$ cat config.mk
export PLATFORM = sky130hd
export DESIGN_NAME = lsu_align_unit
export DESIGN_NICKNAME = d
export VERILOG_FILES = /design/src/rtl/lsu_align_pkg.sv /design/src/rtl/lsu_addr_gen.sv /design/src/rtl/lsu_store_steer.sv /design/src/rtl/lsu_load_extract.sv /design/src/rtl/lsu_align_unit.sv
export SDC_FILE = /design/constraint.sdc
export NUM_CORES = 1
export LEC_CHECK = 0
export BUFFER_PORTS_ARGS = -buffer_cell sky130_fd_sc_hd__buf_2
export CORE_AREA = 2 2 160 162
export CTS_CLUSTER_DIAMETER = 50
export DETAILED_ROUTE_END_ITERATION = 10
export DIE_AREA = 0 0 162 164
export SLEW_MARGIN = 20
export SYNTH_ARGS = -nofsm -noshare
export SYNTH_HDL_FRONTEND = slang
export SYNTH_HIERARCHICAL = 1
export SYNTH_SLANG_ARGS = --single-unit
$ cat constraint.sdc
create_clock -name clk -period 5.8 [get_ports clk]
set_input_delay 1.16 -clock clk [delete_from_list [all_inputs] [get_ports clk]]
set_output_delay 1.16 -clock clk [all_outputs]
set_load 0.01 [all_outputs]
$ cat src/rtl/lsu_align_pkg.sv
package lsu_align_pkg;

  localparam int unsigned DW   = 64;
  localparam int unsigned NB   = DW / 8;
  localparam int unsigned OW   = $clog2(NB);
  localparam int unsigned IMMW = 12;

  typedef enum logic [1:0] {
    SZ_B = 2'd0,
    SZ_H = 2'd1,
    SZ_W = 2'd2,
    SZ_D = 2'd3
  } acc_size_e;

  typedef struct packed {
    logic [OW-1:0] off;
    acc_size_e     size;
    logic          zext;
  } ld_ctx_t;

  function automatic logic [DW-1:0] sext_imm(input logic [IMMW-1:0] imm);
    return {{(DW-IMMW){imm[IMMW-1]}}, imm};
  endfunction

  function automatic logic [NB-1:0] width_mask(input acc_size_e sz);
    logic [NB-1:0] m;
    m = '0;
    for (int i = 0; i < int'(NB); i++) begin
      if (i < (1 << int'(sz))) m[i] = 1'b1;
    end
    return m;
  endfunction

  function automatic logic is_misaligned(input logic [OW-1:0] off, input acc_size_e sz);
    logic [OW-1:0] lowm;
    lowm = OW'((1 << int'(sz)) - 1);
    return |(off & lowm);
  endfunction

  function automatic logic [DW-1:0] extend_field(input logic [DW-1:0] raw,
                                                 input acc_size_e sz,
                                                 input logic zext);
    logic [DW-1:0] r;
    case (sz)
      SZ_B:    r = {{(DW-8){~zext & raw[7]}}, raw[7:0]};
      SZ_H:    r = {{(DW-16){~zext & raw[15]}}, raw[15:0]};
      SZ_W:    r = {{(DW-32){~zext & raw[31]}}, raw[31:0]};
      default: r = raw;
    endcase
    return r;
  endfunction

endpackage

$ cat src/rtl/lsu_addr_gen.sv
module lsu_addr_gen
  import lsu_align_pkg::*;
#(
  parameter int unsigned ADDR_W = DW,
  parameter int unsigned IMM_W  = IMMW,
  parameter int unsigned OFF_W  = OW
) (
  input  logic [ADDR_W-1:0] base,
  input  logic [IMM_W-1:0]  imm,
  input  acc_size_e         size,
  output logic [ADDR_W-1:0] ea,
  output logic [OFF_W-1:0]  off,
  output logic              misal
);
  assign ea    = base + sext_imm(imm);
  assign off   = ea[OFF_W-1:0];
  assign misal = is_misaligned(off, size);
endmodule

$ cat src/rtl/lsu_store_steer.sv
module lsu_store_steer
  import lsu_align_pkg::*;
#(
  parameter int unsigned DATA_W = DW,
  parameter int unsigned LANES  = NB,
  parameter int unsigned OFF_W  = OW
) (
  input  logic [DATA_W-1:0] src,
  input  logic [OFF_W-1:0]  off,
  input  acc_size_e         size,
  output logic [LANES-1:0]  strb,
  output logic [DATA_W-1:0] lanes
);
  assign strb = width_mask(size) << off;

  for (genvar j = 0; j < LANES; j++) begin : g_lane
    logic [OFF_W-1:0] rel;
    assign rel = OFF_W'(j) - off;
    assign lanes[8*j +: 8] = strb[j] ? src[8*rel +: 8] : 8'h00;
  end
endmodule

$ cat src/rtl/lsu_load_extract.sv
module lsu_load_extract
  import lsu_align_pkg::*;
#(
  parameter int unsigned DATA_W = DW
) (
  input  logic [DATA_W-1:0] rdata,
  input  ld_ctx_t           ctx,
  output logic [DATA_W-1:0] data
);
  logic [DATA_W-1:0] shifted;
  assign shifted = rdata >> {ctx.off, 3'b000};
  assign data    = extend_field(shifted, ctx.size, ctx.zext);
endmodule

$ cat src/rtl/lsu_align_unit.sv
module lsu_align_unit
  import lsu_align_pkg::*;
(
  input  logic          clk,
  input  logic          rst_n,
  input  logic          req_valid,
  input  logic          req_store,
  input  logic [1:0]    req_size,
  input  logic          req_zext,
  input  logic [DW-1:0] req_base,
  input  logic [IMMW-1:0] req_imm,
  input  logic [DW-1:0] req_wsrc,
  output logic          mem_req,
  output logic          mem_we,
  output logic [DW-1:0] mem_addr,
  output logic [NB-1:0] mem_strb,
  output logic [DW-1:0] mem_wdata,
  input  logic          mem_rvalid,
  input  logic [DW-1:0] mem_rdata,
  output logic          req_misaligned,
  output logic          ld_valid,
  output logic [DW-1:0] ld_data
);
  acc_size_e     size_w;
  logic [DW-1:0] ea_w;
  logic [OW-1:0] off_w;
  logic          misal_w;
  logic          issue_load;
  logic          pending_q;
  ld_ctx_t       ctx_q;
  logic [1:0]    pend_size;
  logic          pend_zext;

  assign size_w = acc_size_e'(req_size);

  lsu_addr_gen u_addr (
    .base  (req_base),
    .imm   (req_imm),
    .size  (size_w),
    .ea    (ea_w),
    .off   (off_w),
    .misal (misal_w)
  );

  lsu_store_steer u_steer (
    .src   (req_wsrc),
    .off   (off_w),
    .size  (size_w),
    .strb  (mem_strb),
    .lanes (mem_wdata)
  );

  assign mem_addr       = ea_w;
  assign mem_req        = req_valid & ~misal_w;
  assign mem_we         = mem_req & req_store;
  assign req_misaligned = req_valid & misal_w;
  assign issue_load     = mem_req & ~req_store;

  always_ff @(posedge clk) begin
    if (!rst_n) begin
      pending_q <= 1'b0;
      ctx_q     <= '0;
    end else if (issue_load) begin
      pending_q <= 1'b1;
      ctx_q     <= '{off: off_w, size: size_w, zext: req_zext};
    end else if (mem_rvalid) begin
      pending_q <= 1'b0;
    end
  end

  assign pend_size = ctx_q.size;
  assign pend_zext = ctx_q.zext;

  lsu_load_extract u_extract (
    .rdata (mem_rdata),
    .ctx   (ctx_q),
    .data  (ld_data)
  );

  assign ld_valid = mem_rvalid & pending_q;
endmodule

; ---- Yosys cells after proc, flatten, opt, wreduce, memory -nomap -nowiden
; Cells that the tools add are included.
[totals]
inputBits = 212
register_bits = 7
latch_bits = 0
elab_cells = 69
romBits = 0
n_memories = 0
ramBits = 0
[op_classes]
addsub = 10
muxes = 19
n_lt_le_gt_ge = 8
n_bitwise = 12
div_mod_pow = 0
mul = 0
n_shift = 11
eq_ne = 2
reduce_logical = 3
[op_table]
columns = operator, count
row1 = $shiftx A64 B7 Y8, 8
row2 = $pmux W64 S3, 1
row3 = $lt A4 B32 Y1 const A, 4
row4 = $add A64 B64 Y64, 1
row5 = $lt A3 B32 Y1 const A, 2
row6 = $mux W8, 8
row7 = $shr A64 B6 Y64, 1
row8 = $lt A1 B32 Y1 const A, 1
row9 = $lt A2 B32 Y1 const A, 1
row10 = $shl A1 B2 Y32 const A, 1
row11 = $sub A3 B3 Y3 const A, 4
row12 = $mux W1, 10
row13 = $and A1 B1 Y1, 8
row14 = $shl A8 B3 Y8, 1
row15 = $sub A1 B3 Y3 const A, 2
row16 = $sub A2 B3 Y3 const A, 2
row17 = $and A3 B3 Y3, 1
row18 = $not A1 Y1, 3
row19 = $reduce_or A3 Y1, 1
row20 = $sub A3 B2 Y3 const B, 1
row21 = $eq A2 B1 Y1 const B, 1
row22 = $eq A2 B2 Y1 const B, 1
row23 = $logic_not A2 Y1, 1
row24 = $reduce_bool A2 Y1, 1

; ---- Longest topological paths before layout
; Gate-level depths: netlist of run 1.
[logic_depth]
word_depth = 8
mapped_depth = 13
ltp_nobuf = 11

; ---- Cells and area by module
; The synthesis of run 1 kept the hierarchy.
[by_module_without_submodules]
columns = mod, cells_each, seq_area_each_um2, instances, area_each_um2
row1 = lsu_addr_gen, 565, 0.0, 1, 3802.4
row2 = lsu_store_steer, 263, 0.0, 1, 2647.5
row3 = lsu_load_extract, 264, 0.0, 1, 2299.7
row4 = lsu_align_unit, 34, 140.1, 1, 314.1

; ---- Worst setup path before layout of run 1
; Ideal clock, no wire load.
[synth_timing]
kind = input port to output port
from = input port req_base[0]
to = output port mem_wdata[18]
n_path_buf = 6
stages = 13
arrival_ns = 4.156
slack_ns = 0.484
path_cell_list = ha_1 > fa_1 > buf_4 > buf_2 > buf_4 > buf_2 > inv_1 > ha_1 > clkbuf_1 > buf_4 > mux4_2 > mux2i_1 > nor2_1
[synth_between]
elab_chain_len = 4
[synth_rtl]
columns = item, line_no
row1 = from (decl), lsu_align_unit.sv:10  ; input logic [DW-1:0] req_base,
row2 = $add A64 B64 Y64 (*), lsu_addr_gen.sv:15  ; assign ea = base + sext_imm(imm);
row3 = via mem_addr[1], lsu_align_unit.sv:15  ; output logic [DW-1:0] mem_addr,
row4 = $sub A2 B3 Y3, lsu_store_steer.sv:18  ; assign rel = OFF_W'(j) - off;
row5 = $shiftx A64 B7 Y8, lsu_store_steer.sv:19  ; assign lanes[8*j +: 8] = strb[j] ? src[8*rel +: 8] : 8'h00;
row6 = $mux W8 (*), lsu_store_steer.sv:19
row7 = to (decl), lsu_align_unit.sv:17  ; output logic [DW-1:0] mem_wdata,
; The timed path passes the listed nets; every way through them passes the cells marked *.

; ---- Worst setup path after layout of run 1
[layout_timing]
from = input port req_imm[11]
to = output port mem_addr[49]
[layout_between]
elab_chain_len = 1
[layout_rtl]
columns = item, line_no
row1 = from (decl), lsu_align_unit.sv:11  ; input logic [IMMW-1:0] req_imm,
row2 = $add A64 B64 Y64, lsu_addr_gen.sv:15
row3 = to (decl), lsu_align_unit.sv:15
; Every way passes these cells.

==> results of run 1 <==
layer usage:
layer	wire [microns]	vias to the layer above	GRT usage [%]
li1	-	5106	-
met1	14400	5112	32.8
met2	16800	574	41.0
met3	3040	58	4.07
met4	845	0	6.36
met5	0	-	0
worst register-to-register path, delay by kind of cell (launching register included):
family	cells	cell delay, ns
mux	1	0.15
simple gates	1	0.12
flops	1	1.00
power breakdown:
| part | switching [mW] | internal, mW | total, mW |
|---|---|---|---|
| logic | 1.01 | 0.784 | 1.80 |
| registers | 0.0192 | 0.0506 | 0.0698 |
| clock network | 0.0264 | 0.0915 | 0.118 |
| total | 1.06 | 0.926 | 1.98 |
state kept, by name, indices dropped and copies added (netlist names):
register	count
ctx_q	3
pend_size	2
pend_zext	1
pending_q	1
layout by cell type, fill, tap and decap left out, types with 26 or more instances in the layout:
master / count
mux4_2: 81
inv_1: 27
ha_1: 66
a21oi_1: 109
mux2i_1: 78
o21ai_0: 53
nand4_1: 44
a21o_1: 29
nor2_1: 56
buf_2: 414
buf_4: 31
nand2_1: 136
xnor2_1: 35
and2_1: 26
kinds of logic (layout without fill, tap and decap cells):
group                    Yosys count  in the layout
flip-flops                         7              7
XOR/XNOR                          61             61
AO/OA/AOI/OAI                    330            330
multiplexers                     185            185
adder cells (fa/ha/maj)           68             68
other                              0              5
buffers and inverters            118            481
AND/OR/NAND/NOR                  357            357
how the worst max path moves through the flow:
stage           startpoint             to  slack [ns]  depth (start not counted)
2_1_floorplan  req_base[0]  mem_wdata[18]        0.48                         13
3_3_place_gp   req_imm[11]   mem_addr[52]        0.15                         13
3_5_place_dp   req_imm[11]   mem_addr[52]        0.03                         13
4_1_cts        req_imm[11]   mem_addr[52]        0.01                         13
5_1_grt        req_imm[11]   mem_addr[49]        0.02                         12
6_report       req_imm[11]   mem_addr[49]        0.24                         12
area by class of cell:
cell class,instances,area [sq um]
repair buffers,449,2370
well taps,330,413
multi-input cells,1001,8300
diodes,5,12.5
inverters,28,105
fillers,2543,13400
clock buffers,4,78.8
flip-flops and latches,7,146
stage by stage:
stage	utilization [%]	total power [mW]	area, sq um
CTS	45.9	1.97	11400
finish	46.0	1.98	11400
global route	46.0	2.14	11400
global placement	45.6	1.84	11300
detailed placement	45.6	1.84	11300
floorplan	-	1.21	9060
==> flow_summary.yaml, run 1 <==
run:
  maxCapViolations: 0
sta:
  timing.slew.headroom_pct: 17.0
  finalSetupViolCount: 0
  fin_crit_ns: 5.56
  tightest_slew_ns: 1.24
  setup_slack_ns: 0.240
  fin_hold_ws_ns: 0.520
  post-route-period-util_pct: 95.9
  fmax_mhz: 180
  finalClockSkew_ns: 0
  slew_viol_final: 0
  setup-tns-final_ns: 0
  finalHoldViolCount: 0
  rsz0062_at_grt: "no"
grt:
  grt_pass1_wl_mm: 53.2
  gr-usage-all-layers_pct: 24.5
  grt_overflow_total: 0
  grt_start_max_net_pins: 72
  antenna_found_initial: 5
  grt_pass1_vias: 10200
worst_setup_path:
  crit_path_top_delay_cell: "or4_1"
  reg2reg_depth: 2
  arrival_ns: 4.40
  path_class: "in2out"
  path_cells: "clkbuf_4 -> ha_1 -> nand4_2 -> or3_1 -> a21o_1 -> o211ai_1 -> a32oi_1 -> o21ai_1 -> a221oi_2 -> and4_1 -> or4_1 -> buf_2"
  cp.required_ns: 4.64
  end_kind: "primary output"
  critPathBufInv: 2
  r2r_start: "ctx_q[3]$_SDFFE_PN0P_"
  r2r_setup_slack_ns: 4.46
  r2r-end: "ctx_q[3]$_SDFFE_PN0P_"
  critical-path-max-stage-delay_ns: 0.52
  cp_max_fo: 18
  critPathTopFamily: "simple AND/OR/NAND/NOR gates"
  crit_path_start_kind: "input pin"
placed_design:
  place_inst: 1815
  dp_hpwl_mm: 28.0
  io_buffers: 415
  gp_routability_congestion: 0.925
  dp_slack_ns: 0.0286
yosys:
  yosysWarnings: 6
  synthMuxAreaShare_pct: 32.0
  synth_cells: 1126
  synthXorXnorAreaFrac_pct: 5.89
  synth-edff-count: 0
  ys_ff_latch: 7
  synth.avg_cell_area_sq_um: 8.05
  syn-num-nets: 1406
  yosys-top-cells-count: "nand2_1 (136), a21oi_1 (109), mux4_2 (81), mux2i_1 (78), ha_1 (67)"
  synth_top_area_share_pct: 20.1
  yosys.area_share.simple_pct: 19.2
  seq_area_frac_synth_pct: 1.55
  dominantRegCellSynth: "dfxtp_1"
  synth-adder-area-share_pct: 9.47
  yosys.area.top_type: "mux4_2"
  synth_top_family_by_area: "multiplexers"
  synth_compound_area_share_pct: 24.5
  synthTopCellsByArea: "mux4_2 (20%), ha_1 (9.2%), mux2i_1 (8.6%)"
  yosysMostFrequentCell: "nand2_1"
  synth_area_sq_um: 9060
  yosysUniqueCellTypes: 80
  async_reset_ff_share_pct: 0
floorplanning:
  num_rows: 58
  core_sq_um: 24800
  fp.dieW_microns: 162
  die_area_sq_um: 26600
  die_h_microns: 164
  start_util_pct: 36.5
  io_pins: 416
hold_path:
  holdPathEnd: "pend_zext$_SDFFE_PN0P_"
  hold_depth: 2
  hp-class: "reg2reg"
  worstHoldStart: "pend_zext$_SDFFE_PN0P_"
detailed_routing:
  final_antenna_net_count: 0
  firstDrtPassIters: 7
  wl_per_cell_microns: 19.2
  drt_iter0_drc: 1283
  via_per_inst: 5.95
  wl_mm: 35.1
  vias: 10900
  drc: 0
pwr:
  power-per-cell-area_nw_per_um2: 174
  ir_drop_mv: 0.0879
  leakagePower_nw: 5.14
clock_network:
  cts_buffers: 3
  cts-resized-gates: 0
  cts-hold-fix-buffers: 0
  htreeDepth: 1
  clk_path_buf_depth: 2
  clock_sinks: 7
  ctsRootBufferMaster: "clkbuf_16"
  clock_latency_ns: 0.23
  cts_setup_buffers: 0
  clkTransAtPathRegs_ns: 0.04
  cts_tree: "built"
final_layout:
  fin_cells: 1824
  area_delta_synth_final_pct: 26.0
  drive_above_1_share_pct: 39.4
  nNetsFinal: 1770
run_status:
  status: "completed"
Note: power is estimated with default switching activity, not from simulation.
==> run 2: changes to the inputs <==
- BUFFER_PORTS_ARGS: -buffer_cell sky130_fd_sc_hd__buf_2 -> not set
- DONT_BUFFER_PORTS: not set -> 1
- SETUP_SLACK_MARGIN: not set -> 0.05
==> run 2 against run 1 <==
Worst setup slack better by 0.27 ns. Fmax is 5.1% higher. Routed wire length is 6.9% lower. Cell count is 23% lower. Non-clock buffer count is 423 lower. Clock skew stayed put. Sequential power is 1% higher. Via count is 14% lower. Register-to-register slack hardly changed. First-iteration DRC count is 33% lower. Critical path type unchanged. Count of clock-buffer cells in the layout stayed put. Sequential cell count stayed put.
==> flow_summary.yaml, run 2 (synthesized netlist as in run 1, its figures left out) <==
run_status:
  status: "completed"
clock_network:
  htreeDepth: 1
  cts_tree: "built"
  ctsRootBufferMaster: "clkbuf_16"
  cts-hold-fix-buffers: 0
  clkTransAtPathRegs_ns: 0.03
  cts-resized-gates: 0
  clock_sinks: 7
  clk_path_buf_depth: 2
  clock_latency_ns: 0.23
  cts_setup_buffers: 0
  cts_buffers: 3
sta:
  finalHoldViolCount: 0
  post-route-period-util_pct: 91.2
  tightest_slew_ns: 1.06
  setup_slack_ns: 0.511
  rsz0062_at_grt: "no"
  timing.slew.headroom_pct: 29.6
  finalClockSkew_ns: 0
  fin_crit_ns: 5.29
  setup-tns-final_ns: 0
  slew_viol_final: 0
  finalSetupViolCount: 0
  fmax_mhz: 189
detailed_routing:
  wl_mm: 32.6
  drc: 0
  drt_iter0_drc: 857
  via_per_inst: 6.66
  vias: 9301
  final_antenna_net_count: 0
  wl_per_cell_microns: 23.4
  firstDrtPassIters: 7
final_layout:
  final_common_cell: "nand2_1"
  largest_reg_flops: 3
  area_delta_synth_final_pct: 1.70
  nNetsFinal: 1347
  final_cell_mix: "nand2_1 (136), a21oi_1 (109), mux4_2 (81)"
  regMostFlops: "ctx_q"
  design_area_sq_um: 9220
  drive_above_1_share_pct: 15.1
placed_design:
  place_area_sq_um: 9140
  io_buffers: 0
  dp_slack_ns: 0.545
  gp_routability_congestion: 0.923
  dp_hpwl_mm: 25.9
grt:
  grt_start_max_net_pins: 72
  grt_pass1_vias: 8489
  grt_pass1_wl_mm: 47.8
  gr-usage-all-layers_pct: 22.1
  antenna_found_initial: 1
  grt_overflow_total: 0
worst_setup_path:
  r2r-end: "ctx_q[3]$_SDFFE_PN0P_"
  cp_max_fo: 6
  reg2reg_depth: 2
  r2r_start: "ctx_q[3]$_SDFFE_PN0P_"
  crit_path_start_kind: "input pin"
  end_kind: "primary output"
  cp.required_ns: 4.64
  path_class: "in2out"
  r2r_setup_slack_ns: 4.47
  arrival_ns: 4.13
hold_path:
  holdPathEnd: "pend_zext$_SDFFE_PN0P_"
  hp-class: "reg2reg"
  worstHoldStart: "pend_zext$_SDFFE_PN0P_"
  hold_depth: 2
run:
  maxCapViolations: 0
floorplanning:
  die_h_microns: 164
  fp.dieW_microns: 162
  num_rows: 58
  core_sq_um: 24800
  io_pins: 416
  start_util_pct: 36.5
  die_area_sq_um: 26600
pwr:
  p_total_mw: 1.62
  power-per-cell-area_nw_per_um2: 175
  ir_drop_mv: 0.0795
  leakagePower_nw: 3.36
run 2: cell types whose count changed in the layout (fill, tap and decap cells not counted), sizes merged:
cell / before / now
buf: 448 / 26
clkbuf: 5 / 4
diode: 5 / 1
run 2: layout make-up:
| cell class | count | area, sq um |
|---|---|---|
| fillers | 2564 | 15600 |
| multi-input cells | 1001 | 8280 |
| well taps | 330 | 413 |
| repair buffers | 26 | 195 |
| flip-flops and latches | 7 | 146 |
| inverters | 28 | 105 |
| clock buffers | 4 | 78.8 |
| diodes | 1 | 2.50 |
run 2: how the worst max path moves through the flow:
stage	endpoint	slack [ns]	cells after the start	from
floorplan	mem_wdata[18]	0.48	13	req_base[0]
global placement	mem_addr[62]	0.60	13	req_base[2]
detailed placement	mem_addr[62]	0.54	11	req_imm[11]
CTS	mem_addr[62]	0.54	11	req_imm[11]
global route	mem_addr[62]	0.27	13	req_base[2]
finish	mem_addr[62]	0.51	13	req_base[2]
run 2: critical path, stage by stage:
cell and delay, ns:
ha_1 0.36, a21o_1 0.16, nand3_1 0.09, and3b_1 0.23
a311oi_1 0.29, buf_4 0.21, a221oi_2 0.08, buf_4 0.17
o31ai_1 0.53, a21oi_2 0.15, mux2i_1 0.16, a2111oi_2 0.34
buf_4 0.18
run 2: per-stage QoR:
stage / utilization, % / hold WS [ns] / std cells
after floorplan: - / 0.431 / 1126
after global placement: 36.8 / 0.509 / 1392
after detailed placement: 36.8 / 0.521 / 1392
after CTS: 37.1 / 0.526 / 1396
after global routing: 37.1 / 0.544 / 1396
final: 37.1 / 0.514 / 1397
run 2: per-layer routing:
layer / wire (microns) / vias to the layer above / GRT usage (%)
li1: - / 4244 / -
met5: 0 / - / 0
met3: 3560 / 58 / 6.64
met1: 12400 / 4461 / 26.9
met4: 769 / 0 / 5.31
met2: 15900 / 538 / 38.3
run 2: report_power, final:
part           total (mW)  internal [mW]  leakage, nW  switching, mW
Sequential         0.0705         0.0506       0.0586         0.0198
Combinational        1.43          0.549         3.27          0.880
Clock               0.116         0.0913       0.0382         0.0244
